<file path="config.mk">
export PLATFORM = sky130hd
export DESIGN_NAME = fetch_group_end
export DESIGN_NICKNAME = d
export VERILOG_FILES = /design/src/rtl/fetch_group_pkg.sv /design/src/rtl/fetch_slot_class.sv /design/src/rtl/fetch_group_scan.sv /design/src/rtl/fetch_next_sel.sv /design/src/rtl/fetch_group_end.sv
export SDC_FILE = /design/constraint.sdc
export NUM_CORES = 1
export LEC_CHECK = 0
export CAP_MARGIN = 15
export CORE_AREA = 3 3 375 377
export DETAILED_ROUTE_END_ITERATION = 7
export DIE_AREA = 0 0 378 380
export HOLD_SLACK_MARGIN = 0.1
export PLACE_DENSITY_LB_ADDON = 0.3
export RECOVER_POWER = 50
export SLEW_MARGIN = 20
export SYNTH_ARGS = -nofsm -noshare
export SYNTH_HDL_FRONTEND = slang
export SYNTH_SLANG_ARGS = --single-unit
</file>
<file path="constraint.sdc">
create_clock -name clk -period 1 [get_ports clk]
set_input_delay 0.2 -clock clk [delete_from_list [all_inputs] [get_ports clk]]
set_output_delay 0.2 -clock clk [all_outputs]
set_load 0.02 [all_outputs]
</file>
<file path="src/rtl/fetch_group_pkg.sv">
package fetch_group_pkg;
   localparam int KIND_W = 3;

   typedef enum logic [KIND_W-1:0] {
      K_PLAIN = 3'd0,
      K_COND  = 3'd1,
      K_JMP   = 3'd2,
      K_CALL  = 3'd3,
      K_IND   = 3'd4,
      K_RET   = 3'd5,
      K_SYS   = 3'd6,
      K_RSV   = 3'd7
   } slot_kind_e;

   typedef enum logic [1:0] {
      NX_SEQ = 2'd0,
      NX_REL = 2'd1,
      NX_BTB = 2'd2,
      NX_RAS = 2'd3
   } next_src_e;
endpackage

</file>
<file path="src/rtl/fetch_slot_class.sv">
module fetch_slot_class
   import fetch_group_pkg::*;
(
   input  logic [KIND_W-1:0] kind,
   input  logic              hit,
   input  logic              brk,
   output logic              is_cond,
   output logic              hard_stop,
   output logic [1:0]        stop_src
);
   always_comb begin
      is_cond   = 1'b0;
      hard_stop = 1'b0;
      stop_src  = NX_SEQ;
      case (slot_kind_e'(kind))
         K_COND: is_cond = 1'b1;
         K_JMP, K_CALL: begin
            hard_stop = 1'b1;
            stop_src  = NX_REL;
         end
         K_IND: begin
            hard_stop = !(hit && !brk);
            stop_src  = hit ? NX_BTB : NX_SEQ;
         end
         K_RET: begin
            hard_stop = 1'b1;
            stop_src  = NX_RAS;
         end
         K_SYS: hard_stop = 1'b1;
         default: ;
      endcase
   end
endmodule

</file>
<file path="src/rtl/fetch_group_scan.sv">
module fetch_group_scan
   import fetch_group_pkg::*;
#(
   parameter int WIN       = 16,
   parameter int MAX_INSNS = 16,
   parameter int MAX_BR    = 3,
   localparam int IDX_W    = $clog2(WIN),
   localparam int BR_W     = $clog2(MAX_BR + 1)
) (
   input  logic [IDX_W-1:0]        start,
   input  logic [WIN-1:0]          is_cond,
   input  logic [WIN-1:0]          hard_stop,
   input  logic [WIN-1:0][1:0]     stop_src,
   input  logic [MAX_BR-1:0]       pred_dir,
   output logic [WIN-1:0]          mask,
   output logic [IDX_W-1:0]        last_idx,
   output logic [1:0]              end_src
);
   logic [WIN-1:0] cap_at;

   generate
      if (MAX_INSNS >= WIN) begin : g_nocap
         assign cap_at = '0;
      end else begin : g_cap
         for (genvar i = 0; i < WIN; i++) begin : g_slot
            assign cap_at[i] = ((IDX_W+1)'(i)) ==
                               ({1'b0, start} + (IDX_W+1)'(MAX_INSNS - 1));
         end
      end
   endgenerate

   always_comb begin
      logic            done;
      logic [BR_W-1:0] nbr;
      done     = 1'b0;
      nbr      = '0;
      mask     = '0;
      last_idx = '0;
      end_src  = NX_SEQ;
      for (int i = 0; i < WIN; i++) begin
         if (!done && (IDX_W'(i) >= start)) begin
            mask[i]  = 1'b1;
            last_idx = IDX_W'(i);
            end_src  = NX_SEQ;
            if (is_cond[i]) begin
               if (pred_dir[nbr]) begin
                  done    = 1'b1;
                  end_src = NX_REL;
               end
               nbr = nbr + 1'b1;
               if (nbr == BR_W'(MAX_BR)) done = 1'b1;
            end
            if (hard_stop[i]) begin
               done    = 1'b1;
               end_src = stop_src[i];
            end
            if (cap_at[i]) done = 1'b1;
         end
      end
   end
endmodule

</file>
<file path="src/rtl/fetch_next_sel.sv">
module fetch_next_sel
   import fetch_group_pkg::*;
#(
   parameter int WIN      = 16,
   parameter int ADDR_W   = 32,
   parameter int OFF_W    = 16,
   parameter int BYTE_LSB = 2,
   localparam int IDX_W   = $clog2(WIN)
) (
   input  logic [ADDR_W-1:0]           base,
   input  logic [IDX_W-1:0]            last_idx,
   input  logic [1:0]                  end_src,
   input  logic [WIN-1:0][OFF_W-1:0]   offs,
   input  logic [WIN-1:0][ADDR_W-1:0]  tgts,
   input  logic [ADDR_W-1:0]           ras_top,
   output logic [ADDR_W-1:0]           next_pc
);
   logic [ADDR_W-1:0] last_pc;
   logic [OFF_W-1:0]  off;
   logic [ADDR_W-1:0] rel;

   always_comb begin
      last_pc = base + (ADDR_W'(last_idx) << BYTE_LSB);
      off     = offs[last_idx];
      rel     = {{(ADDR_W-OFF_W){off[OFF_W-1]}}, off} << BYTE_LSB;
      case (next_src_e'(end_src))
         NX_REL:  next_pc = last_pc + rel;
         NX_BTB:  next_pc = tgts[last_idx];
         NX_RAS:  next_pc = ras_top;
         default: next_pc = last_pc + ADDR_W'(1 << BYTE_LSB);
      endcase
   end
endmodule

</file>
<file path="src/rtl/fetch_group_end.sv">
module fetch_group_end
   import fetch_group_pkg::*;
#(
   parameter int ADDR_W     = 32,
   parameter int LINE_SLOTS = 8,
   parameter int INSN_BYTES = 4,
   parameter int MAX_INSNS  = 16,
   parameter int MAX_BR     = 3,
   parameter int OFF_W      = 16,
   localparam int WIN       = 2 * LINE_SLOTS,
   localparam int IDX_W     = $clog2(WIN),
   localparam int BYTE_LSB  = $clog2(INSN_BYTES),
   localparam int LINE_LSB  = BYTE_LSB + $clog2(LINE_SLOTS)
) (
   input  logic                    clk,
   input  logic                    rst_n,
   input  logic                    in_valid,
   input  logic [ADDR_W-1:0]       fetch_pc,
   input  logic [WIN*KIND_W-1:0]   slot_kind,
   input  logic [WIN*OFF_W-1:0]    slot_off,
   input  logic [WIN-1:0]          btb_hit,
   input  logic [WIN-1:0]          btb_brk,
   input  logic [WIN*ADDR_W-1:0]   btb_tgt,
   input  logic [MAX_BR-1:0]       pred_dir,
   input  logic [ADDR_W-1:0]       ras_top,
   output logic                    out_valid,
   output logic [WIN-1:0]          out_mask,
   output logic [ADDR_W-1:0]       out_next_pc
);
   generate
      if (LINE_SLOTS < 2 || (1 << $clog2(LINE_SLOTS)) != LINE_SLOTS) begin : g_bad_line
         $error("LINE_SLOTS must be a power of two of at least 2");
      end
      if ((1 << BYTE_LSB) != INSN_BYTES) begin : g_bad_insn
         $error("INSN_BYTES must be a power of two");
      end
      if (MAX_BR < 1 || MAX_INSNS < 1) begin : g_bad_lim
         $error("MAX_BR and MAX_INSNS must be positive");
      end
      if (OFF_W >= ADDR_W) begin : g_bad_off
         $error("OFF_W must be narrower than ADDR_W");
      end
   endgenerate

   logic [WIN-1:0]             is_cond, hard_stop;
   logic [WIN-1:0][1:0]        stop_src;
   logic [WIN-1:0][OFF_W-1:0]  offs;
   logic [WIN-1:0][ADDR_W-1:0] tgts;
   logic [ADDR_W-1:0]          base;
   logic [IDX_W-1:0]           start;
   logic [WIN-1:0]             mask_c;
   logic [IDX_W-1:0]           last_idx;
   logic [1:0]                 end_src;
   logic [ADDR_W-1:0]          next_c;
   logic                       unused_lo;

   assign offs      = slot_off;
   assign tgts      = btb_tgt;
   assign base      = {fetch_pc[ADDR_W-1:LINE_LSB], LINE_LSB'(0)};
   assign start     = {1'b0, fetch_pc[LINE_LSB-1:BYTE_LSB]};
   assign unused_lo = ^fetch_pc[BYTE_LSB-1:0];

   for (genvar i = 0; i < WIN; i++) begin : g_cls
      fetch_slot_class u_cls (
         .kind      (slot_kind[i*KIND_W +: KIND_W]),
         .hit       (btb_hit[i]),
         .brk       (btb_brk[i]),
         .is_cond   (is_cond[i]),
         .hard_stop (hard_stop[i]),
         .stop_src  (stop_src[i])
      );
   end

   fetch_group_scan #(.WIN(WIN), .MAX_INSNS(MAX_INSNS), .MAX_BR(MAX_BR)) u_scan (
      .start     (start),
      .is_cond   (is_cond),
      .hard_stop (hard_stop),
      .stop_src  (stop_src),
      .pred_dir  (pred_dir),
      .mask      (mask_c),
      .last_idx  (last_idx),
      .end_src   (end_src)
   );

   fetch_next_sel #(.WIN(WIN), .ADDR_W(ADDR_W), .OFF_W(OFF_W), .BYTE_LSB(BYTE_LSB)) u_nsel (
      .base     (base),
      .last_idx (last_idx),
      .end_src  (end_src),
      .offs     (offs),
      .tgts     (tgts),
      .ras_top  (ras_top),
      .next_pc  (next_c)
   );

   always_ff @(posedge clk or negedge rst_n) begin
      if (!rst_n) begin
         out_valid   <= 1'b0;
         out_mask    <= '0;
         out_next_pc <= '0;
      end else begin
         out_valid <= in_valid;
         if (in_valid) begin
            out_mask    <= mask_c;
            out_next_pc <= next_c;
         end
      end
   end
endmodule

</file>
==> reports/qor.csv, run 1 <==
metric,value,unit
cts.clk_slew.worst_paths,120,ps
fp.dieArea,144000,um2
std_cell_rows,136,
placedCellCount,5428,
antenna_found_initial,55,
cts_buffers,5,
end_kind,register,
rsz0062_at_grt,yes,
vdd_drop_max,751,uV
dp_slack,-13130,ps
wl_per_cell,25.6,um
port_buffers,964,
h-tree-depth,2,
powerDensity,1230,nW/um2
cp_num_buf_inv,13,
netlist_instances,2267,
status,"finished, violations left",
arrival,13140,ps
tightest_slew,1070,ps
synth_enable_flop_cells,0,
clockPowerShare,5.4,%
clkSinkCount,49,
switching_share,49.6,%
synth-async-reset-ratio,100,%
critPathMaxStageDelay,560,ps
area_growth,135,%
clock_skew,0,ps
slew_headroom,28.0,%
worst-setup-path-type,input pin to register,
nets,4724,
ys.warnings.count,0,
crit_fanout,8,
synth.top_cell.area_share,15.8,%
final_cell_mix,"clkdlybuf4s50_1 (902), nand2_1 (593), buf_4 (564)",
path_common_cell,a21oi_2,
max_freq,77.9,MHz
synth_area,14300,um2
hpwlAfterDp,121,mm
grt_pass1_vias,24200,
final_common_cell,clkdlybuf4s50_1,
grt.overflow.total,0,
syn_area_per_cell,6.33,um2
num_vias,23800,
routed_wirelength,143,mm
cts_root_buf,clkbuf_16,
fin_area,33700,um2
synth_area_leaders,"nand2_1 (16%), nand3_1 (9.0%), dfrtp_1 (8.5%)",
coreArea,137000,um2
first_pass_iters,5,
die_x,378,um
clock_latency,380,ps
power_leakage,0.0139,uW
cp_top_family,compound AO/OA/AOI/OAI gates,
yosysTopAreaCell,nand2_1,
min-delay-path-class,input pin to async pin,
cts_buffer_depth,2,
finalNonFillerCells,5578,
start_kind,input pin,
power.switching,20500,uW
finalCritPeriodShare,1280,%
drc,0,
synth_ff_type,dfrtp_1,
violations,setup timing,
grt_use_total,18.7,%
seqPwrFrac,8.0,%
final_core_util,24.5,%
setup_viol,140,
comb_power_share,86.6,%
grt_pass1_wl,190,mm
period_needed,12840,ps
cp_data_required_time,1300,ps
layout_setup_ws,-11840,ps
internal_power,20900,uW
ioPinCount,967,
cts_tree,built,
ys_types,113,
yosysSeqAreaShare,8.55,%
crit_slowest_cell,or4b_4,
placed_cell_area,30600,um2
start_util,10.4,%
maxCapViolCount,0,
ys_ff_latch,49,
layout-drive-gt1-share,28.3,%
synth_nets,3228,
fin_tns_setup,-396710,ps
grt_max_degree,84,
maxSlewViolCount,0,
finalHoldViolCount,0,
place.gp.congestion,0.904,
dr.first_iter.drc_count,1362,
die_h,380,um
viasPerCell,4.27,
ant_nets,0,
-- cell families after synthesis --
group	share of synthesized area, %
simple gates	38.6
compound gates	28.6
buf+inv	6.95
mux	9.26
xor+xnor	4.21
flops	8.55
fa+ha+maj	3.80
-- metal layers --
metal	track usage (%)	wire, um
met4	4.94	4190
met1	23.1	60400
met2	32.4	68400
met5	0	261
met3	4.31	9350
-- through the flow --
stage,power [uW],hold slack (ps)
2_1_floorplan,16300,-95.6
3_3_place_gp,34400,59.6
3_5_place_dp,34500,57.3
4_1_cts,41100,188
5_1_grt,44000,425
6_report,41400,417
-- flip-flops by register name, summed over array words and instances (netlist names) --
name / flops
out_mask: 16
out_next_pc: 32
out_valid: 1
-- repair_timing --
action | CTS | global route
hold buffers | 1 | 0
cloned | 3 | 1
gates resized for setup | 426 | 119
endpoints found under the hold margin | 49 | 0
setup endpoints to repair | 97 | 96
pin swaps | 161 | 142
buffers inserted | 91 | 59
-- power groups by stage --
stage                     Sequential [uW]  Combinational, uW  Clock, uW
final                                3310              35800       2250
after global routing                 3400              38100       2460
after CTS                            3320              35300       2470
after detailed placement             3260              31200          0
after global placement               3250              31200          0
after floorplan                      3750              12500          0
-- path summary, 6_finish.rpt --
| path | startpoint | end | slack, ps | cells past startpoint |
|---|---|---|---|---|
| setup / recovery | slot_kind[1] | out_next_pc[30] | -11840 | 76 |
| hold / removal | rst_n | out_next_pc[21] | 420 | 2 |
| setup reg to reg | out_next_pc[20] | out_next_pc[20] | -330 | 3 |
| hold reg to reg | out_mask[8] | out_mask[8] | 540 | 1 |
| max in group asynchronous | rst_n | out_next_pc[16] | -140 | 3 |
| min in group clk | fetch_pc[3] | out_mask[0] | 470 | 5 |
-- final cells by class --
class | instances | area, um2
multi-input combinational | 1996 | 13900
fill | 15300 | 104000
inverter | 54 | 246
clock inverter | 3 | 21.3
clock buffer | 5 | 125
tap | 1794 | 2240
sequential | 49 | 1230
timing repair buffer | 1657 | 15900
antenna | 20 | 50.0
-- cells in the mapped netlist, drive strengths merged (16+ instances only) --
master,n
o22ai,26
clkbuf,91
xnor2,48
nor2,122
a211o,24
nand4,24
a311oi,26
nand2,603
and3,34
a31oi,54
ha,42
inv,52
mux2,18
and2,19
a21oi,138
a22o,20
o21ai,57
buf,77
a32oi,54
dfrtp,49
nand3,260
nor4,21
mux2i,103
o211ai,23
nand2b,20
a211oi,16
nor3,27
No activity file was read; power rests on OpenSTA's default activity.
==> inputs of run 2 (changes only) <==
--- a/config.mk
+++ b/config.mk
@@ -5,6 +5,7 @@
 export SDC_FILE = /design/constraint.sdc
 export NUM_CORES = 1
 export LEC_CHECK = 0
+export ABC_CLOCK_PERIOD_IN_PS = 1000
 export CAP_MARGIN = 15
 export CORE_AREA = 3 3 375 377
 export DETAILED_ROUTE_END_ITERATION = 7
==> results of run 2 <==
Same layout as run 1: the final DEF is identical, and so are final timing and power.
==> inputs of run 3 (changes only) <==
--- a/config.mk
+++ b/config.mk
@@ -8,9 +8,10 @@
 export ABC_CLOCK_PERIOD_IN_PS = 1000
 export CAP_MARGIN = 15
 export CORE_AREA = 3 3 375 377
+export CTS_CLUSTER_DIAMETER = 40
 export DETAILED_ROUTE_END_ITERATION = 7
 export DIE_AREA = 0 0 378 380
-export HOLD_SLACK_MARGIN = 0.1
+export HOLD_SLACK_MARGIN = 0.12
 export PLACE_DENSITY_LB_ADDON = 0.3
 export RECOVER_POWER = 50
 export SLEW_MARGIN = 20
==> results of run 3 <==
Same layout as run 1: the final DEF is identical, and so are final timing and power.
